$ cat config.mk
export PLATFORM = sky130hd
export DESIGN_NAME = cache_evt_pmu
export DESIGN_NICKNAME = d
export VERILOG_FILES = /design/src/rtl/cevt_pkg.sv /design/src/rtl/cevt_select.sv /design/src/rtl/cevt_counter.sv /design/src/rtl/cache_evt_pmu.sv
export SDC_FILE = /design/constraint.sdc
export NUM_CORES = 1
export LEC_CHECK = 0
export BUFFER_PORTS_ARGS = -buffer_cell sky130_fd_sc_hd__buf_2
export CAP_MARGIN = 5
export CORE_ASPECT_RATIO = 1.25
export CORE_UTILIZATION = 58
export DETAILED_ROUTE_END_ITERATION = 8
export GPL_ROUTABILITY_DRIVEN = 0
export PLACE_DENSITY = 0.84
export SYNTH_ARGS = -nofsm -noshare
export SYNTH_HDL_FRONTEND = slang
export SYNTH_SLANG_ARGS = --single-unit
$ cat constraint.sdc
create_clock -name clk_i -period 2.5 [get_ports clk_i]
set_input_delay 0.125 -clock clk_i [delete_from_list [all_inputs] [get_ports clk_i]]
set_output_delay 0.125 -clock clk_i [all_outputs]
set_load 0.01 [all_outputs]
$ cat src/rtl/cevt_pkg.sv
package cevt_pkg;
  localparam int DATA_W   = 32;
  localparam int ADDR_W   = 5;
  localparam int NUM_CNT  = 2;
  localparam int MAX_SRC  = 15;
  localparam int BASE_SRC = 9;
  localparam int SRC_W    = 4;

  localparam logic [ADDR_W-1:0] ADDR_CTRL = 5'h00;
  localparam logic [ADDR_W-1:0] ADDR_CFG0 = 5'h08;
  localparam logic [ADDR_W-1:0] ADDR_VAL0 = 5'h10;

  typedef enum logic [1:0] {
    IRQ_OFF    = 2'b00,
    IRQ_AT_MAX = 2'b01,
    IRQ_EACH   = 2'b10,
    IRQ_RSVD   = 2'b11
  } irq_mode_e;

  // src in [5:2], irq mode in [1:0]
  typedef struct packed {
    logic [SRC_W-1:0] src;
    irq_mode_e        irq;
  } cnt_cfg_t;

  localparam int CFG_W = $bits(cnt_cfg_t);

  // counter pairs placed in descending order: higher index at lower address
  function automatic logic [ADDR_W-1:0] cfg_addr(int idx);
    return ADDR_CFG0 - ADDR_W'(4 * idx);
  endfunction

  function automatic logic [ADDR_W-1:0] val_addr(int idx);
    return ADDR_VAL0 - ADDR_W'(4 * idx);
  endfunction
endpackage

$ cat src/rtl/cevt_select.sv
module cevt_select
  import cevt_pkg::*;
#(
  parameter bit EXT_EVENTS = 1'b1
) (
  input  logic [SRC_W-1:0]   src_i,
  input  logic [MAX_SRC-1:0] evt_i,
  output logic               hit_o
);
  localparam int TOP_SRC = EXT_EVENTS ? MAX_SRC : BASE_SRC;

  logic [MAX_SRC:0] evt_by_code;
  logic [MAX_SRC:0] supported;

  assign evt_by_code = {evt_i, 1'b0};

  for (genvar k = 0; k <= MAX_SRC; k++) begin : g_supp
    if (k >= 1 && k <= TOP_SRC) begin : g_on
      assign supported[k] = 1'b1;
    end else begin : g_off
      assign supported[k] = 1'b0;
    end
  end

  assign hit_o = supported[src_i] & evt_by_code[src_i];
endmodule

$ cat src/rtl/cevt_counter.sv
module cevt_counter
  import cevt_pkg::*;
#(
  parameter int CNT_W = 32
) (
  input  logic             clk_i,
  input  logic             rst_ni,
  input  logic             inc_req_i,
  input  logic             wr_i,
  input  logic [CNT_W-1:0] wdata_i,
  input  irq_mode_e        irq_mode_i,
  output logic [CNT_W-1:0] cnt_o,
  output logic             pend_o
);
  localparam logic [CNT_W-1:0] FULL     = '1;
  localparam logic [CNT_W-1:0] NEAR_MAX = FULL - CNT_W'(1);

  logic [CNT_W-1:0] cnt_q;
  logic             pend_q;
  logic             inc;
  logic             pend_set;

  assign inc      = inc_req_i & (cnt_q != FULL) & ~wr_i;
  assign pend_set = inc & ((irq_mode_i == IRQ_EACH) |
                           ((irq_mode_i == IRQ_AT_MAX) & (cnt_q == NEAR_MAX)));

  always_ff @(posedge clk_i or negedge rst_ni) begin
    if (!rst_ni) begin
      cnt_q  <= '0;
      pend_q <= 1'b0;
    end else if (wr_i) begin
      cnt_q  <= wdata_i;
      pend_q <= 1'b0;
    end else begin
      if (inc)      cnt_q  <= cnt_q + CNT_W'(1);
      if (pend_set) pend_q <= 1'b1;
    end
  end

  assign cnt_o  = cnt_q;
  assign pend_o = pend_q;
endmodule

$ cat src/rtl/cache_evt_pmu.sv
module cache_evt_pmu
  import cevt_pkg::*;
#(
  parameter bit EXT_EVENTS = 1'b1,
  parameter int CNT_W      = 32
) (
  input  logic              clk_i,
  input  logic              rst_ni,
  input  logic              reg_req_i,
  input  logic              reg_we_i,
  input  logic [ADDR_W-1:0] reg_addr_i,
  input  logic [DATA_W-1:0] reg_wdata_i,
  output logic [DATA_W-1:0] reg_rdata_o,
  input  logic [MAX_SRC-1:0] evt_i,
  output logic              irq_o
);
  logic                            wr;
  logic                            glob_en_q;
  cnt_cfg_t                        cfg_q [NUM_CNT];
  logic [NUM_CNT-1:0]              hit;
  logic [NUM_CNT-1:0]              val_wr;
  logic [NUM_CNT-1:0]              pend;
  logic [NUM_CNT-1:0][CNT_W-1:0]   cnt_val;

  assign wr = reg_req_i & reg_we_i;

  always_ff @(posedge clk_i or negedge rst_ni) begin
    if (!rst_ni)                            glob_en_q <= 1'b0;
    else if (wr && reg_addr_i == ADDR_CTRL) glob_en_q <= reg_wdata_i[0];
  end

  for (genvar i = 0; i < NUM_CNT; i++) begin : g_cnt
    localparam logic [ADDR_W-1:0] CFG_A = cfg_addr(i);
    localparam logic [ADDR_W-1:0] VAL_A = val_addr(i);

    always_ff @(posedge clk_i or negedge rst_ni) begin
      if (!rst_ni)                        cfg_q[i] <= '0;
      else if (wr && reg_addr_i == CFG_A) cfg_q[i] <= cnt_cfg_t'(reg_wdata_i[CFG_W-1:0]);
    end

    assign val_wr[i] = wr & (reg_addr_i == VAL_A);

    cevt_select #(
      .EXT_EVENTS(EXT_EVENTS)
    ) u_sel (
      .src_i(cfg_q[i].src),
      .evt_i(evt_i),
      .hit_o(hit[i])
    );

    cevt_counter #(
      .CNT_W(CNT_W)
    ) u_cnt (
      .clk_i     (clk_i),
      .rst_ni    (rst_ni),
      .inc_req_i (glob_en_q & hit[i]),
      .wr_i      (val_wr[i]),
      .wdata_i   (reg_wdata_i[CNT_W-1:0]),
      .irq_mode_i(cfg_q[i].irq),
      .cnt_o     (cnt_val[i]),
      .pend_o    (pend[i])
    );
  end

  always_comb begin
    reg_rdata_o = '0;
    if (reg_addr_i == ADDR_CTRL) reg_rdata_o[0] = glob_en_q;
    for (int i = 0; i < NUM_CNT; i++) begin
      if (reg_addr_i == cfg_addr(i)) reg_rdata_o[CFG_W-1:0] = cfg_q[i];
      if (reg_addr_i == val_addr(i)) reg_rdata_o[CNT_W-1:0] = cnt_val[i];
    end
  end

  assign irq_o = |pend;
endmodule

Yosys cells after proc, flatten, opt, wreduce, memory -nomap -nowiden
Memory sizes are Yosys's and may differ from the RTL's.
Index checks and enable logic that the tools add are counted.
{"block": "totals", "rom_bits": 32, "in_bits": 56, "word_cells": 74, "mem_count": 2, "out_inout_bits": 33, "reg_bits": 79}
{"name": "(name not given)", "words": 16, "word_bits": 1, "rd": 1, "rd_ports_with_merged_regs": 0, "wr": 0, "line_no": "cevt_select.sv:25", "text": "assign hit_o = supported[src_i] & evt_by_code[src_i];"}
{"name": "(name not given)", "words": 16, "word_bits": 1, "rd": 1, "rd_ports_with_merged_regs": 0, "wr": 0, "line_no": "cevt_select.sv:25"}
{"block": "op_classes", "eq_ne": 12, "reduce_logical": 9, "n_addsub": 2, "mux": 19, "bitwise_logic": 19, "order_cmp": 2}
{"operator": "32-bit 2-to-1 mux", "count": 6}
{"operator": "32-bit by 1-bit adder with 32-bit output (second input constant)", "count": 2}
{"operator": "32-bit == test (second input constant)", "count": 2}
{"operator": "32-bit inequality test (second input constant)", "count": 2}
{"operator": "1-bit bitwise AND", "count": 15}
{"operator": "6-bit 2-to-1 mux", "count": 2}
{"operator": "5-bit by 4-bit == test with 1-bit output (second input constant)", "count": 2}
{"operator": "4-bit by 5-bit less-than comparator with 1-bit output (second input constant)", "count": 2}
{"operator": "1-bit 2-to-1 mux", "count": 9}
{"operator": "1-bit binary-select mux with 4-bit select", "count": 2}
{"operator": "2-bit nonzero test", "count": 4}
{"operator": "5-bit by 3-bit == test with 1-bit output (second input constant)", "count": 1}
{"operator": "5-bit == test (second input constant)", "count": 1}
{"operator": "5-bit zero test", "count": 1}
{"operator": "2-bit by 1-bit == test with 1-bit output (second input constant)", "count": 2}
{"operator": "2-bit == test (second input constant)", "count": 2}
{"operator": "1-bit logical AND", "count": 3}
{"operator": "1-bit NOT", "count": 2}
{"operator": "1-bit OR", "count": 2}
{"operator": "2-bit OR reduction", "count": 1}

Logic depth before layout (Yosys ltp)
Gate-level depths: netlist (run 1).
{"block": "depth", "depth_word": 9, "mapped_depth": 9, "mapped_depth_nobuf": 7}

By module
A second synthesis (run 1) with hierarchy kept.
{"block": "hier_totals", "hier_cells": 645, "area_unflattened_um2": 5865.6}
{"module": "cevt_counter", "n_inst": 2, "area_per_inst_um2": 2249.7, "cells_each": 255, "seq_area_each_um2": 825.8}
{"module": "cache_evt_pmu", "n_inst": 1, "area_per_inst_um2": 1086.0, "cells_each": 115, "seq_area_each_um2": 325.3}
{"module": "cevt_select", "n_inst": 2, "area_per_inst_um2": 140.1, "cells_each": 10, "seq_area_each_um2": 0.0}

Least setup slack after synthesis (run 1)
OpenSTA, ideal clock, no wires.
{"block": "synth_timing", "path_kind": "register -> register", "start": "register cfg_q[2] (netlist bit)", "end": "register g_cnt[1].u_cnt.cnt_q[22]", "path_buffers": 2, "required_ns": 2.418, "setup_time_ns": 0.082, "stages_incl_launch_ff": 9, "t_arrival_ns": 2.143, "synth_period_minus_slack_ns": 2.225, "path_slack_ns": 0.275, "path_cell_list": "dfrtp_1 buf_6 mux2_4 a221oi_2 or4_4 and2_4 buf_6 or4_1 a31oi_1"}
{"block": "synth_via", "elab_chain_cells": 7, "elab_cells_between_ends": 9, "cone_classes": "mux (3); bitwise (4); reduce/logical (1); memory (1)"}
{"element": "from (decl)", "line_no": "cache_evt_pmu.sv:19", "text": "cnt_cfg_t cfg_q [NUM_CNT];"}
{"element": "from (signal, indexed assignment)", "line_no": "cache_evt_pmu.sv:38", "text": "else if (wr && reg_addr_i == CFG_A) cfg_q[i] <= cnt_cfg_t'(reg_wdata_i[CFG_W-1:0]);"}
{"element": "memory read 16 x 1 bit / 1-bit binary-select mux with 4-bit select (equally long branches)"}
{"element": "1-bit 2-to-1 mux (not written as such)", "line_no": "cevt_select.sv:25"}
{"element": "1-bit bitwise AND (*)", "line_no": "cevt_select.sv:25"}
{"element": "1-bit bitwise AND (*)", "line_no": "cache_evt_pmu.sv:56", "text": ".inc_req_i (glob_en_q & hit[i]),"}
{"element": "1-bit bitwise AND (*) (2 in a row)", "line_no": "cevt_counter.sv:23", "text": "assign inc = inc_req_i & (cnt_q != FULL) & ~wr_i;"}
{"element": "2-bit nonzero test (no line) (*)"}
{"element": "to (signal assigned)", "line_no": "cevt_counter.sv:32", "text": "cnt_q <= wdata_i;"}
{"element": "to (signal assigned)", "line_no": "cevt_counter.sv:35", "text": "if (inc) cnt_q <= cnt_q + CNT_W'(1);"}
{"element": "to (decl)", "line_no": "cevt_counter.sv:18", "text": "logic [CNT_W-1:0] cnt_q;"}
Mark *: on every way between the ends. The rest lies on a longest branch, timed or not. The select of a mux whose other input is x is not followed.
A chain may end at the register's enable or synchronous reset.

Worst setup path after layout (run 1)
{"block": "layout_timing", "start": "register cfg_q[2] (netlist bit)", "end": "register g_cnt[1].u_cnt.cnt_q[6]"}
The elaborated chain is that of the path after synthesis.

==> metrics.txt, run 1 <==
Final Slew Violations 0; unrepaired setup endpoints after global routing no; LEAKAGE 2.67 nW; synthesized area 5440 µm²; status finished with violations; Chip Width 88.6 µm; hold buffers post-CTS 0; Sequential Power Share 0.427; htree depth 3; Tot GR Track Use 0.387; yosys warns 0; Critical path buffers and inverters 1; minimum clock period after layout 2.46 ns; Remaining Overflow, GRT 0; Mapped Cells 635; Yosys top cell area share 0.363; PortBufs 88; Final Power 4.38 mW; Synth Area per Inst 8.57 µm²; vias in the first global route 5650; Synthesized Nets 695; Worst path depth 7; Post-synth top flop dfrtp_1; 1st-iter DRT viols 425; # DRC 0; die footprint 9770 µm²; Setup Skew 0.00738 ns; Setup Buffers After CTS 0; antenna diode count 0; kind of critical path reg -> reg; Gate power share 0.269; initial antenna violation count 0; CP Max Fanout 14; Seq/Total Area, Yosys 0.363; Setup-failing EPs final 0; final hold vios 78; top post-synthesis cells by area dfrtp_1, nand2_1, xor2_1; WL final 18.2 mm; Max transition margin 0.320; fraction of layout instances using a drive strength above 1 0.238; CTS Buf Count 9; starting density of the core 0.596; Fmax 0.406 GHz; Final Cell Area 6500 µm²; Cell Rows 39; internal power 2.86 mW; slew at the pin with the worst max-slew slack 1.02 ns; P&R area growth vs syn 19.6%; CTS tree done; Max-Cap Viols 0; clk sinks 79; post-DP HPWL 13.1 mm; leading area contributor after synthesis dfrtp_1; chip height 110 µm; Critical Path AT 2.74 ns; #FFs+latches synth 79; setup slack after placement 0.0528 ns; Boundary Pins 89; Root Buffer clkbuf_16; crit share post-route 0.986; setup TNS 0 ns; first-pass GRT wire length 28.1 mm; core footprint 9130 µm²; CP Capture Type register; CP required 2.78 ns; power per standard cell area 674 nW/µm²; vias 5881; wire per inst 21.0 µm; min setup slack post-route 0.0361 ns; final hold slack -0.0430 ns; Worst Hold Class in -> async; Post-synth EDFFs 0; VDD IR-drop max 413 µV; ANT nets after route 0; cell family with most CP delay compound AO/OA/AOI/OAI gates; Vias per Instance 6.79; CP cell instances mux2_4, a221oi_2, or4_4, buf_4, a2111oi_1, a31oi_1, nand2_1; largest net degree at the start of global routing 80; Clock Tree Buf Depth 2; clk_lat worst skew 0.35 ns; DRT Pass-1 Iters 5; Clk pwr share 0.303; async set-or-reset flop fraction in the synthesized netlist 1.00; post-synthesis cell type count 55; DP Area 6190 µm²; slowest stage delay, CP 0.63 ns; Setup crit start kind register; Switch Pwr 1.53 mW; failing checks hold timing; CP max-delay cell a2111oi_1; R2R depth 7; nets@finish 798; switch share 0.348; clock-pin slew on the worst setup and hold paths 0.06 ns
routing by layer:
metal  GRT usage  part of all wire  vias to the layer above
met5           0                 0                        -
met4       0.273             0.071                        0
met3      0.0692             0.082                      100
met2       0.655              0.48                      391
met1       0.437              0.37                     2791
li1            -                 -                     2599
power by group through the flow:
stage,clock network (mW),registers [mW],logic (mW)
2_1_floorplan,0,1.79,0.740
3_3_place_gp,0,1.86,1.08
3_5_place_dp,0,1.88,1.13
4_1_cts,1.32,1.86,1.15
5_1_grt,1.38,1.90,1.28
6_report,1.33,1.87,1.18
flip-flops by register name, indices dropped and copies added (netlist names):
| register | count |
|---|---|
| g_cnt.u_cnt.pend_o | 2 |
| g_cnt.u_cnt.cnt_o | 64 |
| cfg_q | 12 |
| glob_en_q | 1 |
worst reg2reg max path, stage by stage, from the launching register on:
cell	delay [ns]
dfrtp_2	0.46
mux2_4	0.23
a221oi_2	0.06
or4_4	0.62
buf_4	0.23
a2111oi_1	0.63
a31oi_1	0.08
nand2_1	0.10
synthesized netlist by cell type (13+ instances only):
master and number:
a31oi_1 21, clkbuf_1 24, and3_1 16, xor2_1 27, a21oi_1 20, nand2_1 77, nor2_1 41, inv_1 13
xnor2_1 17, mux2_2 16, nand3_1 37, o21ai_0 47, dfrtp_1 79, a22o_1 23, nand4_1 35
final timing paths:
kind | from | endpoint | slack [ns]
max | cfg_q[2] | g_cnt[1].u_cnt.cnt_o[6] | 0.04
min | rst_ni | g_cnt[0].u_cnt.cnt_o[23] | -0.04
max reg2reg | cfg_q[2] | g_cnt[1].u_cnt.cnt_o[6] | 0.04
min reg2reg | g_cnt[0].u_cnt.pend_o | g_cnt[0].u_cnt.pend_o | 0.52
max in group asynchronous | rst_ni | cfg_q[2] | 1.83
min in group clk_i | reg_wdata_i[25] | g_cnt[0].u_cnt.cnt_o[25] | 0.01
cell type report:
cell class	instances	area, µm²
Multi-Input combinational cell	508	3270
Fill cell	736	2620
Sequential cell	79	1980
Timing Repair Buffer	127	761
Clock buffer	13	250
Tap cell	123	154
Inverter	13	48.8
Clock inverter	3	42.5
per-stage QoR:
step           cells  utilization  hold WS (ns)
6_report         866        0.713       -0.0430
5_1_grt          866        0.713        0.0368
4_1_cts          865        0.711       0.00751
3_5_place_dp     849        0.679         0.359
3_3_place_gp     849        0.679         0.354
2_1_floorplan    635            -        -0.171
layout by cell type, fill, tap and decap left out, types with 3 or more instances in the layout:
| cell type | count |
|---|---|
| nor3b_1 | 3 |
| nand2b_1 | 4 |
| nand2_1 | 77 |
| and2_1 | 4 |
| mux2_2 | 16 |
| mux2i_1 | 10 |
| xor2_1 | 27 |
| and3_1 | 16 |
| dfrtp_1 | 78 |
| o31ai_1 | 3 |
| o21ai_0 | 47 |
| a22o_1 | 23 |
| o21ai_1 | 5 |
| nand3_1 | 36 |
| a2111oi_0 | 6 |
| a31oi_1 | 21 |
| ha_1 | 4 |
| inv_1 | 13 |
| and4_1 | 6 |
| or4_1 | 4 |
| or2_2 | 3 |
| clkbuf_1 | 3 |
| or3_1 | 11 |
| nor3_1 | 11 |
| nand4_1 | 35 |
| nor4_1 | 7 |
| buf_4 | 38 |
| o211ai_1 | 5 |
| nor2_1 | 40 |
| clkbuf_16 | 9 |
| a211oi_1 | 11 |
| buf_2 | 87 |
| xnor2_1 | 17 |
| a21oi_1 | 20 |
| a2111oi_2 | 3 |
kinds of logic after synthesis:
logic type,after synthesis,share of synthesized area
AND/OR/NAND/NOR,270,0.256
buffers and inverters,49,0.0396
adder cells (fa/ha/maj),4,0.00920
multiplexers,29,0.0626
AO/OA/AOI/OAI,160,0.198
XOR/XNOR,44,0.0709
flip-flops,79,0.363
repair_timing:
item	CTS	global route
pin swaps	0	1
endpoints found under the setup margin	1	19
gates cloned	0	1
gates resized for setup	1	3
Note: power is estimated with default switching activity, not from simulation.
==> inputs of run 2 (changes only) <==
==> constraint.sdc (replaced) <==
create_clock -name clk_i -period 2.5 [get_ports clk_i]
set_input_delay 0.625 -clock clk_i [delete_from_list [all_inputs] [get_ports clk_i]]
set_output_delay 0.625 -clock clk_i [all_outputs]
set_load 0.01 [all_outputs]
==> metrics.txt, run 2 (synthesis results as in run 1) <==
status finished with violations (unchanged); failing checks setup timing (was hold timing); first-pass GRT wire length 29.0 mm (was 28.1 mm); 1st-iter DRT viols 661 (was 425); nets@finish 813 (was 798); power per standard cell area 657 nW/µm² (was 674 nW/µm²); CP Capture Type output pin (was register); met1 WL 6.19 mm (was 6.66 mm); crit path from reg_addr_i[1] (was cfg_q[2]); clk_lat worst skew 0.34 ns (was 0.35 ns); wire per inst 21.0 µm (about the same); htree depth 3 (unchanged); antenna diode count 0 (unchanged); DRT Pass-1 Iters 5 (unchanged); initial antenna violation count 0 (unchanged); die footprint 9770 µm² (unchanged); chip height 110 µm (unchanged); core footprint 9130 µm² (unchanged); Tot GR Track Use 0.400 (was 0.387); Chip Width 88.6 µm (unchanged); flop-to-flop setup slack 0.09 ns (was 0.04 ns); most common cell after layout, fill and taps aside buf_2 (unchanged); Setup Skew 0.00477 ns (was 0.00738 ns); Largest register FFs 64 (unchanged); min setup slack post-route -0.111 ns (was 0.0361 ns); Critical Path End reg_rdata_o[1] (was g_cnt[1].u_cnt.cnt_o[6]); slew at the pin with the worst max-slew slack 0.484 ns (was 1.02 ns); CTS Buf Count 9 (unchanged); CTS tree done (unchanged); clk sinks 79 (unchanged); fillers 658 (was 736); crit share post-route 1.04 (was 0.986); commonest non-fill, non-tap cells in the layout buf_2, dfrtp_1, nand2_1 (unchanged); PortBufs 88 (unchanged); largest net degree at the start of global routing 41 (was 80); Worst R2R Start cfg_q[2] (unchanged); Max transition margin 0.669 (was 0.320); Clock Tree Buf Depth 2 (unchanged); Worst Hold Class in -> async (unchanged); Setup-failing EPs final 27 (was 0); final hold vios 0 (was 78); WL final 18.5 mm (was 18.2 mm); P&R area growth vs syn 23.6% (was 19.6%); kind of critical path in -> out (was reg -> reg); max layer used met4 (unchanged); hold buffers post-CTS 0 (unchanged); Fmax 0.383 GHz (was 0.406 GHz); Remaining Overflow, GRT 0 (unchanged); CP required 1.88 ns (was 2.78 ns); Root Buffer clkbuf_16 (unchanged); fraction of layout instances using a drive strength above 1 0.260 (was 0.238); setup slack after placement -0.116 ns (was 0.0528 ns); minimum clock period after layout 2.61 ns (was 2.46 ns); met3 wire length 2.02 mm (was 1.49 mm); post-DP HPWL 13.3 mm (was 13.1 mm); R2R depth 7 (unchanged); Vias per Instance 6.81 (was 6.79); VDD IR-drop max 518 µV (was 413 µV); Final Slew Violations 0 (unchanged); final core utilization 0.737 (was 0.713); ANT nets after route 0 (unchanged); final hold slack 0.200 ns (was -0.0430 ns); Cell Rows 39 (unchanged); vias in the first global route 5630 (was 5650); Critical Path AT 1.99 ns (was 2.74 ns); Boundary Pins 89 (unchanged); Worst R2R End g_cnt[1].u_cnt.cnt_o[9] (was g_cnt[1].u_cnt.cnt_o[6]); CP Max Fanout 9 (was 14); LEAKAGE 2.77 nW (was 2.67 nW); routed wl met2 8.88 mm (was 8.73 mm); # DRC 0 (unchanged); vias 6003 (was 5881); unrepaired setup endpoints after global routing yes (was no); starting density of the core 0.596 (unchanged); Setup crit start kind input port (was register); Max-Cap Viols 0 (unchanged); clock-pin slew on the worst setup and hold paths 0.06 ns (about the same)
## run 2: layer usage
metal,global-route usage,vias up
met3,0.0990,115
met1,0.445,2768
li1,-,2613
met4,0.265,0
met5,0,-
met2,0.674,507
## run 2: critical path, cell delays in order
cell	delay [ns]
buf_6	0.09
or3_4	0.39
nor3b_4	0.26
buf_12	0.18
nand2_1	0.06
a31oi_1	0.21
buf_2	0.16
## run 2: repair_timing
| action | CTS | global route |
|---|---|---|
| buffers inserted | 3 | 0 |
| setup endpoints to repair | 29 | 32 |
| gates resized for setup | 12 | 4 |
| cloned | 1 | 0 |
| pin swaps | 3 | 0 |
## run 2: power by group
| group | total, mW | switching (mW) | internal, mW |
|---|---|---|---|
| logic | 1.19 | 0.640 | 0.548 |
| registers | 1.91 | 0.379 | 1.53 |
| clock network | 1.32 | 0.547 | 0.770 |
| total | 4.41 | 1.57 | 2.85 |
## run 2: layout make-up
type	count	area (µm²)	share of cell area
tap	123	154	0.0229
inverter	13	48.8	0.00726
clock buffer	10	229	0.0341
clock inverter	6	61.3	0.00912
sequential	79	1980	0.294
timing repair buffer	143	972	0.145
multi-input combinational	507	3280	0.488
## run 2: how the worst min path moves through the flow
stage / from / endpoint / slack, ns / depth (start not counted)
floorplan: rst_ni / cfg_q[0] / 0.33 / 0
global placement: g_cnt[0].u_cnt.pend_o / g_cnt[0].u_cnt.pend_o / 0.47 / 1
detailed placement: g_cnt[0].u_cnt.pend_o / g_cnt[0].u_cnt.pend_o / 0.48 / 1
CTS: rst_ni / g_cnt[0].u_cnt.cnt_o[20] / 0.21 / 1
global route: rst_ni / g_cnt[0].u_cnt.cnt_o[17] / 0.23 / 1
finish: rst_ni / g_cnt[0].u_cnt.cnt_o[20] / 0.20 / 1
## run 2: through the flow
stage	power, mW	setup TNS (ns)	area, µm²	std cells
floorplan	2.53	0	5450	635
global placement	3.00	-1.14	6360	862
detailed placement	3.05	-2.26	6360	862
CTS	4.36	-1.32	6730	882
global route	4.60	-2.54	6720	881
finish	4.41	-1.79	6720	881
==> inputs of run 3 (changes only) <==
--- a/config.mk
+++ b/config.mk
@@ -12,6 +12,7 @@
 export DETAILED_ROUTE_END_ITERATION = 8
 export GPL_ROUTABILITY_DRIVEN = 0
 export PLACE_DENSITY = 0.84
+export RECOVER_POWER = 25
 export SYNTH_ARGS = -nofsm -noshare
 export SYNTH_HDL_FRONTEND = slang
 export SYNTH_SLANG_ARGS = --single-unit
==> metrics.txt, run 3 (synthesis results as in run 1) <==
status finished with violations (unchanged); failing checks capacitance limit, slew limit, setup timing (was setup timing); clk sinks 79 (unchanged); Final Power 4.41 mW (about the same); clock-pin slew on the worst setup and hold paths 0.06 ns (about the same); vias in the first global route 5630 (unchanged); Critical Path AT 1.98 ns (was 1.99 ns); 1st-iter DRT viols 658 (was 661); Max-Cap Viols 1 (was 0); Chip Width 88.6 µm (unchanged); Fmax 0.383 GHz (about the same); PortBufs 88 (unchanged); Largest register FFs 64 (unchanged); Root Buffer clkbuf_16 (unchanged); fillers 662 (was 658); ANT nets after route 0 (unchanged); kind of critical path in -> out (unchanged); nets@finish 813 (unchanged); P&R area growth vs syn 23.2% (was 23.6%); slew at the pin with the worst max-slew slack 1.52 ns (was 0.484 ns); starting density of the core 0.596 (unchanged); DRT Pass-1 Iters 6 (was 5); final hold vios 0 (unchanged); post-DP HPWL 13.3 mm (unchanged); first-pass GRT wire length 29.0 mm (unchanged); Remaining Overflow, GRT 0 (unchanged); Final Slew Violations 30 (was 0); CTS tree done (unchanged); Tot GR Track Use 0.400 (unchanged); minimum clock period after layout 2.61 ns (about the same); # DRC 0 (unchanged); CP required 1.88 ns (about the same); power per standard cell area 657 nW/µm² (about the same); Boundary Pins 89 (unchanged); Clock Tree Buf Depth 2 (unchanged); flop-to-flop setup slack 0.08 ns (was 0.09 ns); die footprint 9770 µm² (unchanged); core footprint 9130 µm² (unchanged); Setup Skew 0.00491 ns (was 0.00477 ns); wire per inst 20.9 µm (was 21.0 µm); commonest non-fill, non-tap cells in the layout buf_2, dfrtp_1, nand2_1 (unchanged); Max transition margin -0.0103 (was 0.669); Setup crit start kind input port (unchanged); Setup-failing EPs final 28 (was 27); initial antenna violation count 0 (unchanged); LEAKAGE 2.76 nW (was 2.77 nW); final core utilization 0.735 (was 0.737); most common cell after layout, fill and taps aside buf_2 (unchanged); htree depth 3 (unchanged); vias 5982 (was 6003); Worst Hold Class reg -> reg (was in -> async); antenna diode count 0 (unchanged); CP Max Fanout 9 (unchanged); CP Capture Type output pin (unchanged); unrepaired setup endpoints after global routing yes (unchanged); fraction of layout instances using a drive strength above 1 0.259 (was 0.260); CTS Buf Count 9 (unchanged); min setup slack post-route -0.108 ns (was -0.111 ns); largest net degree at the start of global routing 41 (unchanged); Vias per Instance 6.79 (was 6.81); WL final 18.4 mm (was 18.5 mm); chip height 110 µm (unchanged); VDD IR-drop max 516 µV (was 518 µV); Cell Rows 39 (unchanged); clk_lat worst skew 0.34 ns (about the same); crit share post-route 1.04 (about the same)
## run 3: cell count changes in the layout (fill, tap and decap cells not counted)
cell,change
buf_12,-1
buf_4,-1
clkbuf_2,+1
clkbuf_1,+1
## run 3: layer usage
layer,track usage,share of wire,vias to the layer above,routed length (µm)
met5,0,0,-,0
li1,-,-,2615,-
met2,0.674,0.48,468,8930
met4,0.265,0.070,0,1290
met1,0.445,0.34,2794,6280
met3,0.0990,0.10,105,1930
## run 3: final timing paths
check / startpoint / cells past startpoint / endpoint
max: reg_addr_i[1] / 7 / reg_rdata_o[1]
min: g_cnt[0].u_cnt.pend_o / 1 / g_cnt[0].u_cnt.pend_o
max reg2reg: cfg_q[2] / 7 / g_cnt[1].u_cnt.cnt_o[9]
min reg2reg: g_cnt[0].u_cnt.pend_o / 1 / g_cnt[0].u_cnt.pend_o
max in group asynchronous: rst_ni / 2 / cfg_q[2]
min in group asynchronous: rst_ni / 1 / g_cnt[0].u_cnt.cnt_o[25]
## run 3: stage by stage
stage / setup TNS [ns] / cells / area, µm² / setup slack, ns / hold slack (ns)
2_1_floorplan: 0 / 635 / 5450 / 0.000296 / 0.329
3_3_place_gp: -1.14 / 862 / 6360 / -0.0587 / 0.474
3_5_place_dp: -2.26 / 862 / 6360 / -0.116 / 0.484
4_1_cts: -1.32 / 882 / 6730 / -0.0774 / 0.214
5_1_grt: -4.27 / 881 / 6700 / -0.125 / 0.506
6_report: -1.72 / 881 / 6700 / -0.108 / 0.501
## run 3: final cells by class
type	instances	area, µm²	share of cell area
timing repair buffer	143	953	0.142
inverter	13	48.8	0.00728
clock buffer	10	229	0.0342
sequential	79	1980	0.295
multi-input combinational	507	3280	0.489
clock inverter	6	61.3	0.00915
tap	123	154	0.0230
## run 3: report_power, final
| group | switching [mW] | leakage, nW | internal (mW) | total [mW] |
|---|---|---|---|---|
| logic | 0.639 | 1.63 | 0.544 | 1.18 |
| registers | 0.378 | 0.986 | 1.53 | 1.91 |
| clock network | 0.544 | 0.142 | 0.770 | 1.31 |
## run 3: worst max-delay path: stages
cell and delay, ns:
buf_6 0.09, or3_4 0.39, nor3b_4 0.26, buf_12 0.17, nand2_1 0.06, a31oi_1 0.21, buf_2 0.16
## run 3: repair_timing
action,CTS,global route
pin swaps,3,0
setup buffers,3,0
gates cloned,1,0
endpoints found under the setup margin,29,32
hold buffers,0,0
gates resized for setup,12,4
